==> config.mk <==
export PLATFORM = sky130hd
export DESIGN_NAME = slot_sched
export DESIGN_NICKNAME = d
export VERILOG_FILES = /design/src/rtl/slot_pkg.sv /design/src/rtl/slot_tick_cnt.sv /design/src/rtl/slot_elapsed.sv /design/src/rtl/slot_group_rot.sv /design/src/rtl/slot_sched.sv
export SDC_FILE = /design/constraint.sdc
export NUM_CORES = 1
export LEC_CHECK = 0
export BUFFER_PORTS_ARGS = -buffer_cell sky130_fd_sc_hd__buf_2
export CORE_MARGIN = 2
export CORE_UTILIZATION = 40
export CTS_CLUSTER_DIAMETER = 40
export DETAILED_ROUTE_END_ITERATION = 7
export GPL_TIMING_DRIVEN = 0
export HOLD_SLACK_MARGIN = 0.03
export MAX_ROUTING_LAYER = met4
export PLACE_DENSITY_LB_ADDON = 0.2
export SLEW_MARGIN = 20
export SYNTH_ARGS = -nofsm -noshare
export SYNTH_HDL_FRONTEND = slang
export SYNTH_SLANG_ARGS = --single-unit
export TNS_END_PERCENT = 10
==> constraint.sdc <==
create_clock -name clk -period 6.7 [get_ports clk]
set_input_delay 1.005 -clock clk [delete_from_list [all_inputs] [get_ports clk]]
set_output_delay 1.005 -clock clk [all_outputs]
set_load 0.05 [all_outputs]
==> src/rtl/slot_pkg.sv <==
package slot_pkg;

    typedef enum logic [1:0] {
        ST_IDLE,
        ST_WAIT,
        ST_OPEN,
        ST_HOLD
    } sched_state_e;

endpackage

==> src/rtl/slot_tick_cnt.sv <==
module slot_tick_cnt #(
    parameter int TICK_MOD = 200,
    localparam int TW = $clog2(TICK_MOD)
) (
    input  logic          clk,
    input  logic          rst_n,
    input  logic          tick_i,
    output logic [TW-1:0] count_o
);

    localparam logic [TW-1:0] LAST = TW'(TICK_MOD - 1);

    always_ff @(posedge clk) begin
        if (!rst_n) begin
            count_o <= '0;
        end else if (tick_i) begin
            count_o <= (count_o == LAST) ? '0 : count_o + 1'b1;
        end
    end

endmodule

==> src/rtl/slot_elapsed.sv <==
module slot_elapsed #(
    parameter int TICK_MOD = 200,
    localparam int TW = $clog2(TICK_MOD)
) (
    input  logic [TW-1:0] now_i,
    input  logic [TW-1:0] base_i,
    output logic [TW-1:0] elapsed_o
);

    localparam logic [TW:0] MODV = (TW+1)'(TICK_MOD);

    logic [TW:0] now_x;
    logic [TW:0] base_x;
    logic [TW:0] diff_x;

    always_comb begin
        now_x  = {1'b0, now_i};
        base_x = {1'b0, base_i};
        if (now_i >= base_i) begin
            diff_x = now_x - base_x;
        end else begin
            // counter wrapped since the reference was taken
            diff_x = now_x + (MODV - base_x);
        end
        elapsed_o = diff_x[TW-1:0];
    end

endmodule

==> src/rtl/slot_group_rot.sv <==
module slot_group_rot #(
    parameter int ID_W = 6
) (
    input  logic            clk,
    input  logic            rst_n,
    input  logic            adv_i,
    input  logic [ID_W-1:0] groups_i,
    output logic [ID_W-1:0] group_o
);

    logic [ID_W-1:0] nxt;

    always_comb begin
        nxt = group_o + 1'b1;
        if (nxt >= groups_i) begin
            nxt = '0;
        end
    end

    always_ff @(posedge clk) begin
        if (!rst_n) begin
            group_o <= '0;
        end else if (adv_i) begin
            group_o <= nxt;
        end
    end

endmodule

==> src/rtl/slot_sched.sv <==
module slot_sched
    import slot_pkg::*;
#(
    parameter int TICK_MOD = 200,
    parameter int ID_W = 6,
    localparam int TW = $clog2(TICK_MOD),
    localparam int QW = $clog2(ID_W + 1),
    localparam int SW = ID_W + TW + 2
) (
    input  logic            clk,
    input  logic            rst_n,
    input  logic            tick_i,
    input  logic            sor_i,
    input  logic            reply_pending_i,
    input  logic [ID_W-1:0] node_id_i,
    input  logic [QW-1:0]   cfg_q_log2_i,
    input  logic [ID_W-1:0] cfg_groups_i,
    input  logic [TW-1:0]   cfg_offset_i,
    input  logic [TW-1:0]   cfg_slot_len_i,
    output logic            slot_active_o,
    output logic            reply_go_o,
    output logic [ID_W-1:0] serve_group_o
);

    sched_state_e    state_q;
    sched_state_e    state_d;
    logic [TW-1:0]   now_cnt;
    logic [TW-1:0]   ref_q;
    logic [TW-1:0]   elapsed;
    logic [ID_W-1:0] my_group;
    logic [ID_W-1:0] my_slot;
    logic [SW-1:0]   slot_start;
    logic [SW-1:0]   slot_end;
    logic [SW-1:0]   elapsed_w;
    logic            in_window;
    logic            accept;
    logic            mine;

    slot_tick_cnt #(.TICK_MOD(TICK_MOD)) u_cnt (
        .clk     (clk),
        .rst_n   (rst_n),
        .tick_i  (tick_i),
        .count_o (now_cnt)
    );

    slot_elapsed #(.TICK_MOD(TICK_MOD)) u_el (
        .now_i     (now_cnt),
        .base_i    (ref_q),
        .elapsed_o (elapsed)
    );

    slot_group_rot #(.ID_W(ID_W)) u_grp (
        .clk      (clk),
        .rst_n    (rst_n),
        .adv_i    (accept),
        .groups_i (cfg_groups_i),
        .group_o  (serve_group_o)
    );

    // slot geometry derived from identity and configuration
    always_comb begin
        my_group   = node_id_i >> cfg_q_log2_i;
        my_slot    = node_id_i & ~({ID_W{1'b1}} << cfg_q_log2_i);
        slot_start = SW'(cfg_offset_i) + SW'(my_slot) * SW'(cfg_slot_len_i);
        slot_end   = slot_start + SW'(cfg_slot_len_i);
        elapsed_w  = SW'(elapsed);
        in_window  = (state_q == ST_OPEN) || (state_q == ST_HOLD);
        accept     = sor_i && !in_window;
        mine       = (my_group == serve_group_o);
    end

    // next-state logic
    always_comb begin
        state_d = state_q;
        unique case (state_q)
            ST_IDLE: begin
                if (accept) begin
                    state_d = mine ? ST_WAIT : ST_IDLE;
                end
            end
            ST_WAIT: begin
                if (accept) begin
                    state_d = mine ? ST_WAIT : ST_IDLE;
                end else if (elapsed_w >= slot_start) begin
                    state_d = ST_OPEN;
                end
            end
            ST_OPEN: begin
                state_d = (elapsed_w >= slot_end) ? ST_IDLE : ST_HOLD;
            end
            ST_HOLD: begin
                if (elapsed_w >= slot_end) begin
                    state_d = ST_IDLE;
                end
            end
            default: state_d = ST_IDLE;
        endcase
    end

    // state register and request reference
    always_ff @(posedge clk) begin
        if (!rst_n) begin
            state_q <= ST_IDLE;
            ref_q   <= '0;
        end else begin
            state_q <= state_d;
            if (accept) begin
                ref_q <= now_cnt;
            end
        end
    end

    // outputs
    always_comb begin
        slot_active_o = 1'b0;
        reply_go_o    = 1'b0;
        unique case (state_q)
            ST_IDLE: ;
            ST_WAIT: ;
            ST_OPEN: begin
                slot_active_o = 1'b1;
                reply_go_o    = reply_pending_i;
            end
            ST_HOLD: slot_active_o = 1'b1;
            default: ;
        endcase
    end

endmodule

; ---- After elaboration in Yosys (flattened, before gate mapping)
; Index checks and enable logic that the tools add are counted.
[totals]
reg_bits = 24
inputBits = 36
[op_classes]
add_sub_neg = 7
multipliers = 1
n_lt_le_gt_ge = 4
n_eq_ne = 8
shifts = 2
n_mux = 12
n_bitwise = 2
n_reduce_logical = 6
[ops]
columns = cell, n
row1 = 15-bit by 8-bit adder with 16-bit output, 1
row2 = 8-bit by 16-bit greater-or-equal comparator with 1-bit output, 1
row3 = 8-bit 2-to-1 mux, 2
row4 = 8-bit by 14-bit adder with 15-bit output, 1
row5 = 8-bit by 15-bit greater-or-equal comparator with 1-bit output, 1
row6 = 6-bit by 8-bit multiplier with 14-bit output, 1
row7 = 2-bit 2-to-1 mux, 5
row8 = "8-bit by 1-bit adder with 8-bit output, second input constant", 1
row9 = 8-bit adder, 1
row10 = "8-bit == test, second input constant", 1
row11 = 8-bit greater-or-equal comparator, 1
row12 = 2-bit case mux with 4 select lines, 1
row13 = 8-bit subtractor, 1
row14 = "8-bit subtractor, first input constant", 1
row15 = "6-bit by 1-bit adder with 6-bit output, second input constant", 1
row16 = 6-bit AND, 1
row17 = 6-bit == test, 1
row18 = 6-bit greater-or-equal comparator, 1
row19 = 6-bit 2-to-1 mux, 1
row20 = 6-bit inverter, 1
row21 = "6-bit by 3-bit << shifter with 6-bit output, first input constant", 1
row22 = 6-bit by 3-bit >> shifter with 6-bit output, 1
row23 = "2-bit == test, second input constant", 2
row24 = 1-bit 2-to-1 mux, 3
row25 = other kinds (10), 10

; ---- Logic depth before layout (Yosys ltp)
; Gate-level depths: netlist (run 1).
[depth]
depth_word = 9
mapped_depth = 27
depth_no_buf = 26

; ---- Cells and area by module
; From an unflattened synthesis (run 1), not the netlist that was laid out.
[unflattened]
hier_cells = 598
area_unflattened_um2 = 5008.6
[modules_own_cells]
columns = module, n_inst, cells_each, area_each_um2
row1 = slot_sched, 1, 401, 3352.0
row2 = slot_elapsed, 1, 109, 833.3
row3 = slot_group_rot, 1, 47, 436.7
row4 = slot_tick_cnt, 1, 41, 386.6

; ---- Worst setup path after synthesis (run 1)
; No wires, ideal clock.
[synth_timing]
path_kind = input-to-reg
startpoint = in cfg_q_log2_i[0]
endpoint = reg state_q[1]
setup_time_ns = 0.120
t_arrival_ns = 6.278
setup_slack_ns = 0.302
path_stages = 25
cell_sequence = clkbuf_1 -> nor2_1 -> nor2_1 -> nand2_1 -> fa_1 -> fa_1 -> inv_1 -> fa_1 -> inv_1 -> fa_1 -> inv_1 -> ha_1 -> a21o_1 -> a31o_2 -> nor2_1 -> xnor2_1 -> ha_1 -> inv_1 -> o21ba_2 -> xor2_1 -> ha_1 -> o211ai_1 -> nand2b_1 -> a21oi_1 -> a211o_1
[synth_between]
elab_chain_len = 9
elab_cells_between_ends = 13
[synth_rtl]
columns = element, line_no
row1 = "start, declared", slot_sched.sv:16  ; input logic [QW-1:0] cfg_q_log2_i,
row2 = 6-bit by 3-bit << shifter with 6-bit output *, slot_sched.sv:63  ; my_slot = node_id_i & ~({ID_W{1'b1}} << cfg_q_log2_i);
row3 = 6-bit inverter *, slot_sched.sv:63
row4 = 6-bit AND *, slot_sched.sv:63
row5 = 6-bit by 8-bit multiplier with 14-bit output *, slot_sched.sv:64  ; slot_start = SW'(cfg_offset_i) + SW'(my_slot) * SW'(cfg_slot_len_i);
row6 = 8-bit by 14-bit adder with 15-bit output *, slot_sched.sv:64
row7 = 15-bit by 8-bit adder with 16-bit output, slot_sched.sv:65  ; slot_end = slot_start + SW'(cfg_slot_len_i);
row8 = 8-bit by 16-bit greater-or-equal comparator with 1-bit output, "slot_sched.sv:89, slot_sched.sv:92"
row9 = 2-bit 2-to-1 mux or 2-bit by 1-bit != test with 1-bit output (tied branches), --
row10 = 2-bit case mux with 4 select lines or 3-bit AND reduction (tied branches), --
row11 = "end signal, assigned", slot_sched.sv:106  ; state_q <= state_d;
row12 = "end, declared", slot_sched.sv:25  ; sched_state_e state_q;
; Every way passes the cells marked *; elsewhere a longest branch is shown, timed or not.
; A chain may end at the register's enable or synchronous reset.

; ---- Final worst setup path (run 1)
[layout_timing]
startpoint = in cfg_q_log2_i[1]
endpoint = reg state_q[1]
; The elaborated chain is that of the path after synthesis.

==> results of run 1 <==
kinds of logic after synthesis:
logic type	count (synthesis)
adder cells (fa/ha/maj)	121
buffers and inverters	96
flip-flops	24
XOR/XNOR	34
AO/OA/AOI/OAI	128
multiplexers	7
AND/OR/NAND/NOR	178
power groups by stage:
stage | clock, mW | sequential (mW) | combinational, mW
floorplan | 0 | 0.157 | 0.622
global placement | 0 | 0.154 | 0.775
detailed placement | 0 | 0.155 | 0.794
CTS | 0.173 | 0.151 | 0.802
global route | 0.179 | 0.152 | 0.961
finish | 0.169 | 0.151 | 0.834
synth_stat cells, drive strengths merged (2+ instances only):
cell / n
ha: 84
inv: 81
nand2: 51
fa: 37
and2: 36
o21ai: 31
a21oi: 29
nor2: 28
dfxtp: 24
xnor2: 21
clkbuf: 14
xor2: 13
a21o: 12
a211oi: 10
nor2b: 10
and3: 9
nand2b: 9
nand3: 9
a21boi: 8
nor3: 7
a31oi: 6
mux2i: 6
o21a: 6
nand4: 4
o21bai: 4
or3: 4
a211o: 3
a221o: 3
nor4: 3
o211ai: 3
o31a: 3
a31o: 2
registers in the layout, summed over array words and instances, names as in the netlist:
name and cells:
u_cnt.count_o 8, state_q 2, u_grp.group_o 6, ref_q 8
per-layer routing:
metal  share of wire (%)  wire, um
met1                  52      5410
met2                  45      4690
met3                 2.5       265
met4                0.28        29
met5                   0         0
repair_timing:
item                                    in CTS  in global routing
hold endpoints to repair                     0                  0
endpoints found under the setup margin       2                  2
buffers inserted                             0                  1
resized for setup                            5                 22
cell type report:
type	count	area share, %
Clock buffer	3	1.41
Sequential cell	24	9.03
Buffer	12	0.987
Inverter	81	5.71
Timing Repair Buffer	43	4.09
Multi-Input combinational cell	468	74.8
Tap cell	143	3.36
Clock inverter	1	0.564
critical path: stages:
cell and delay (ps):
buf_2 130, clkbuf_4 190, a21oi_1 240, nor2b_4 100, buf_4 150, and2_1 170, fa_1 470, ha_1 290
inv_1 50, fa_1 510, fa_1 520, inv_1 40, ha_1 360, o21a_1 200, o31a_1 150, a21oi_2 180
ha_2 270, nor3_1 70, o21ai_0 90, o211ai_1 160, o21ba_2 230, xor2_1 140, ha_1 280, o211ai_1 80
nand2b_1 110, a21oi_2 70, a211o_1 260
worst max path at each step:
| stage | startpoint | to | slack [ps] | depth (start not counted) |
|---|---|---|---|---|
| floorplan | cfg_q_log2_i[0] | state_q[1]$_SDFFE_PN0P_ | 300 | 25 |
| global placement | cfg_q_log2_i[2] | state_q[1]$_SDFFE_PN0P_ | -550 | 27 |
| detailed placement | cfg_q_log2_i[2] | state_q[0]$_SDFFE_PN0P_ | -610 | 27 |
| CTS | cfg_q_log2_i[1] | state_q[1]$_SDFFE_PN0P_ | 3 | 27 |
| global route | cfg_q_log2_i[1] | state_q[0]$_SDFFE_PN0P_ | 40 | 26 |
| finish | cfg_q_log2_i[1] | state_q[1]$_SDFFE_PN0P_ | 330 | 27 |
metrics by stage:
step                worst slack [ps]  cells  util, %  cell area (um^2)  TNS, ps
floorplan                        302    588        -              4760        0
global placement                -545    773     44.7              5150    -1090
detailed placement              -612    773     44.7              5150    -1220
CTS                             2.52    775     45.6              5260        0
global route                    38.8    775     46.2              5320        0
finish                           331    775     46.2              5320        0
==> qor.yml, run 1 <==
design.die.area_um2: 12800
ys_ff_latch: 24
die_x_um: 113
worstSetupPathType: "input pin to register"
initial_core_util_pct: 41.3
rsz0062_at_grt: "false"
pwr-share-seq_pct: 13.1
ff2ff_setup_slack_ps: 2670
leakage_nw: 2.70
grt_pass1_wl_mm: 19.1
place.gp.congestion: 0.815
row_count: 39
p_sw_mw: 0.516
use_met1_pct: 25.6
hold_ws_ps: 460
clk-insertion-delay-late_ps: 250
synthMuxAreaShare_pct: 1.50
max_slew_margin_pct: 61.7
drive_gt1_share_pct: 10.9
synth_edf_count: 0
skew_ps: 1.28
required_ps: 6850
syn_avg_cell_area_um2: 8.10
use_met3_pct: 0.911
worstReg2RegStart: "u_cnt.count_o[0]$_SDFFE_PN0P_"
wl_per_cell_um: 13.4
synth-simple-area-share_pct: 19.4
grt_usage_pct: 18.0
grt_pass1_vias: 4135
synth-compound-area-share_pct: 17.5
drt_wl_total_mm: 10.4
most-common-layout-cells: "ha_1, inv_1, nand2_1"
dpl.hpwl_mm: 8.83
dr.pass1.iters: 6
p_total_mw: 1.15
ant_nets: 0
grt_antenna_before_repair: 0
grt_max_degree: 15
netlist.area_leader.share_pct: 22.1
vias: 4004
dr.first_iter.drc_count: 130
critPathArrivalTime_ps: 6510
clk_pin_slew_worst_paths_ps: 60
ctsHoldBuffers: 0
worstHoldEndpoint: "ref_q[1]$_SDFFE_PN0P_"
swShare_pct: 44.7
yosys.area.top_type: "ha_1"
numCtsBuffers: 3
p_int_mw: 0.639
areaGrowthSynthToFinish_pct: 11.8
violations: "design-rule violations"
path_max_fanout: 10
yosysUniqueCellTypes: 53
post-route-drc-count: 2
synthAdderAreaFrac_pct: 37.6
diodes: 0
clock_power_share_pct: 14.6
fin_crit_ps: 6370
fmax_ghz: 0.157
overflow: 0
cts_root_buffer: "clkbuf_16"
drv_cap: 0
r2r-end: "state_q[0]$_SDFFE_PN0P_"
timing.final.crit_share_pct: 95.1
setup_viol: 0
outcome: "finished with violations"
tightest_slew_ps: 571
cts_tree: "yes"
busiest_layer: "met2"
hold_class: "register to register"
syn_inst: 588
power.density_nw_per_um2: 217
numPortBuffers: 42
vdd_ir_drop_max_mv: 0.134
fillers: 1156
die_height_um: 113
ys.flop_type: "dfxtp_1"
core-area_um2: 11500
async_flop_share_pct: 0
cts.sinks: 24
hold_viol: 0
final_max_slew_viol_count: 0
synthesis.area_um2: 4760
reg2regPathDepth: 19
via_per_inst: 5.17
start_kind: "input pin"
synthXorXnorAreaFrac_pct: 6.25
yosysWarningCount: 0
nets: 790
yosysSeqAreaShare_pct: 10.1
h-tree-depth: 1
multiInputGateArea_um2: 3980
pin_count: 44
synth_top_family_by_area: "adder cells"
layout_commonest_cell: "ha_1"
grt_use_met2_pct: 29.5
synth_nets: 745
area.sequential_um2: 480
endpoint_kind: "register"
synth_area_leaders: "ha_1, fa_1, dfxtp_1, inv_1, and2_1"
ctsLongestPathBuffers: 2
p_comb_share_pct: 72.3
worstHoldStart: "ref_q[1]$_SDFFE_PN0P_"
holdPathStages: 2
No activity file was read; power rests on OpenSTA's default activity.
==> inputs of run 2 (changes only) <==
--- a/config.mk
+++ b/config.mk
@@ -7,2 +7,3 @@
 export LEC_CHECK = 0
+export ABC_AREA = 1
 export BUFFER_PORTS_ARGS = -buffer_cell sky130_fd_sc_hd__buf_2
--- a/constraint.sdc
+++ b/constraint.sdc
@@ -3,2 +3,2 @@
 set_output_delay 1.005 -clock clk [all_outputs]
-set_load 0.05 [all_outputs]
+set_load 0.1 [all_outputs]
==> run 2 against run 1 <==
Net effect: the flow now finishes without violations; total power increased by 27%; first-iteration DRC count increased to 2.7 times the previous value; clock skew is essentially flat; synthesized cell count increased by 18%; routed wire length up 12%.
==> qor.yml, run 2 <==
overflow: 0
critPathArrivalTime_ps: 6630
timing.critical_path.mode_cell: "nand2_1"
yosysWarningCount: 0
design.die.area_um2: 12900
path_max_fanout: 6
via_per_inst: 4.97
areaGrowthSynthToFinish_pct: 15.4
ys_ff_latch: 24
fin_crit_ps: 6480
ctsLongestPathBuffers: 2
ys.flop_type: "dfxtp_1"
numPortBuffers: 42
ant_nets: 0
initial_core_util_pct: 40.5
post-route-util_pct: 46.8
syn_avg_cell_area_um2: 6.95
dpl_worst_slack_ps: -403
grt_pass1_vias: 4192
largestRegisters: "ref_q: 8 flops, u_cnt.count_o: 8 flops, u_grp.group_o: 6 flops"
grt_max_degree: 15
layout_commonest_cell: "inv_1"
leakage_nw: 3.03
synth_nets: 848
area.sequential_um2: 480
hold_viol: 0
yosysUniqueCellTypes: 40
h-tree-depth: 1
clk_pin_slew_worst_paths_ps: 60
row_count: 40
outcome: "completed"
synth_edf_count: 0
required_ps: 6850
dr.first_iter.drc_count: 354
fmax_ghz: 0.154
grt_usage_pct: 18.6
tightest_slew_ps: 1060
multiInputGateArea_um2: 3910
cpMaxStageDelayCell: "fa_1"
start_kind: "input pin"
drv_cap: 0
cts.sinks: 24
synth_area_leaders: "ha_1, fa_1, inv_1, dfxtp_1, nand2_1"
netlist.area_leader.share_pct: 21.9
numCtsBuffers: 3
endpoint_kind: "register"
cts_root_buffer: "clkbuf_16"
diodes: 0
dpl.hpwl_mm: 9.91
yosys.cell_count.top_type: "inv_1"
core-area_um2: 11900
grt_antenna_before_repair: 0
final_max_slew_viol_count: 0
hold_class: "register to register"
setup_viol: 0
fillers: 1230
die_height_um: 114
timing.final.crit_share_pct: 96.7
synth_common_cells: "inv_1, nand2_1, ha_1"
cpPeakStageDelay_ps: 530
pin_count: 44
drive_gt1_share_pct: 14.3
power.density_nw_per_um2: 265
grt_pass1_wl_mm: 19.3
cts_tree: "yes"
most-common-layout-cells: "inv_1, nand2_1, ha_1"
ctsHoldBuffers: 0
vias: 4440
dr.pass1.iters: 4
post-route-drc-count: 0
die_x_um: 114
skew_ps: 1.75
syn_inst: 691
nets: 905
clk-insertion-delay-late_ps: 270
yosysSeqAreaShare_pct: 10.0
worstSetupPathType: "input pin to register"
synthesis.area_um2: 4800
drt_wl_total_mm: 11.6
max_slew_margin_pct: 28.7
yosys.area.top_type: "ha_1"
vdd_ir_drop_max_mv: 0.152
place.gp.congestion: 0.854
async_flop_share_pct: 0
wl_per_cell_um: 13.0
final.setup.worst_slack_ps: 218
==> run 2: changes by cell type after synthesis, sizes merged, moves of 8 or more <==
cell    change
nand2      +82
a21oi      +17
and2       -36
nand2b      -9
a21o       -10
xnor2      -15
nand3      +19
and3        -8
nor2       +46
inv        +65
a211oi      -9
nor2b      -10
clkbuf     -12
==> run 2: power breakdown <==
part | internal [mW] | switching [mW] | total [mW] | leakage (nW)
Clock | 0.119 | 0.0571 | 0.176 | 0.0511
Sequential | 0.149 | 0.00782 | 0.157 | 0.196
Combinational | 0.469 | 0.666 | 1.14 | 2.78
Total | 0.737 | 0.731 | 1.47 | 3.03
==> run 2: area by class of cell <==
class / count / share of cell area [%]
Clock buffer: 3 / 1.35
Sequential cell: 24 / 8.66
Inverter: 147 / 10.0
Tap cell: 147 / 3.32
Timing Repair Buffer: 52 / 5.26
Multi-Input combinational cell: 516 / 70.6
Clock inverter: 1 / 0.542
Buffer: 4 / 0.293
==> run 2: worst max-delay path, delay by kind of cell <==
kind	cells	cell delay (ps)
xor gates and xnor gates	2	360
and+or+nand+nor	11	1120
buffers and inverters	9	850
AOI/OAI and AO/OA	4	460
adders and majority gates	7	2840
==> run 2: metal layers <==
layer  global-route usage, %  vias to the layer above  routed length (um)
li1                        -                     2309                   -
met1                    25.7                     2042                5750
met2                    30.0                       71                5250
met3                    2.07                       18                 468
met4                    3.17                        0                 171
met5                       -                        -                   0
==> run 2: path summary, 6_finish.rpt <==
check        cells after the start  slack, ps                      end                     startpoint
max                             33        220  state_q[1]$_SDFFE_PN0P_                cfg_q_log2_i[2]
max reg2reg                     19       3100  state_q[1]$_SDFFE_PN0P_  u_cnt.count_o[1]$_SDFFE_PN0P_
min                              2        480    ref_q[7]$_SDFFE_PN0P_          ref_q[7]$_SDFFE_PN0P_
min reg2reg                      2        480    ref_q[7]$_SDFFE_PN0P_          ref_q[7]$_SDFFE_PN0P_
==> run 2: cell families after synthesis <==
family,count (synthesis),share of synthesized area (%)
buffers and inverters,151,11.8
xor gates and xnor gates,23,4.19
adders and majority gates,121,37.3
DFF,24,10.0
AOI/OAI and AO/OA,101,12.0
and+or+nand+nor,271,24.7
==> run 2: stage by stage <==
step,setup TNS (ps),area [um^2],instances,power [mW],hold slack (ps)
final,0,5550,894,1.47,479
after global routing,-120,5550,894,1.65,514
after global placement,-699,5200,880,1.15,449
after detailed placement,-707,5200,880,1.16,461
after CTS,0,5330,884,1.36,470
after floorplan,0,4800,691,0.954,433
==> run 2: repair_timing <==
| action | in CTS | in global routing |
|---|---|---|
| gates cloned | 0 | 0 |
| pin swaps | 1 | 16 |
| gates resized for setup | 5 | 33 |
| setup endpoints to repair | 2 | 2 |
| endpoints found under the hold margin | 0 | 0 |
| buffers inserted | 0 | 10 |
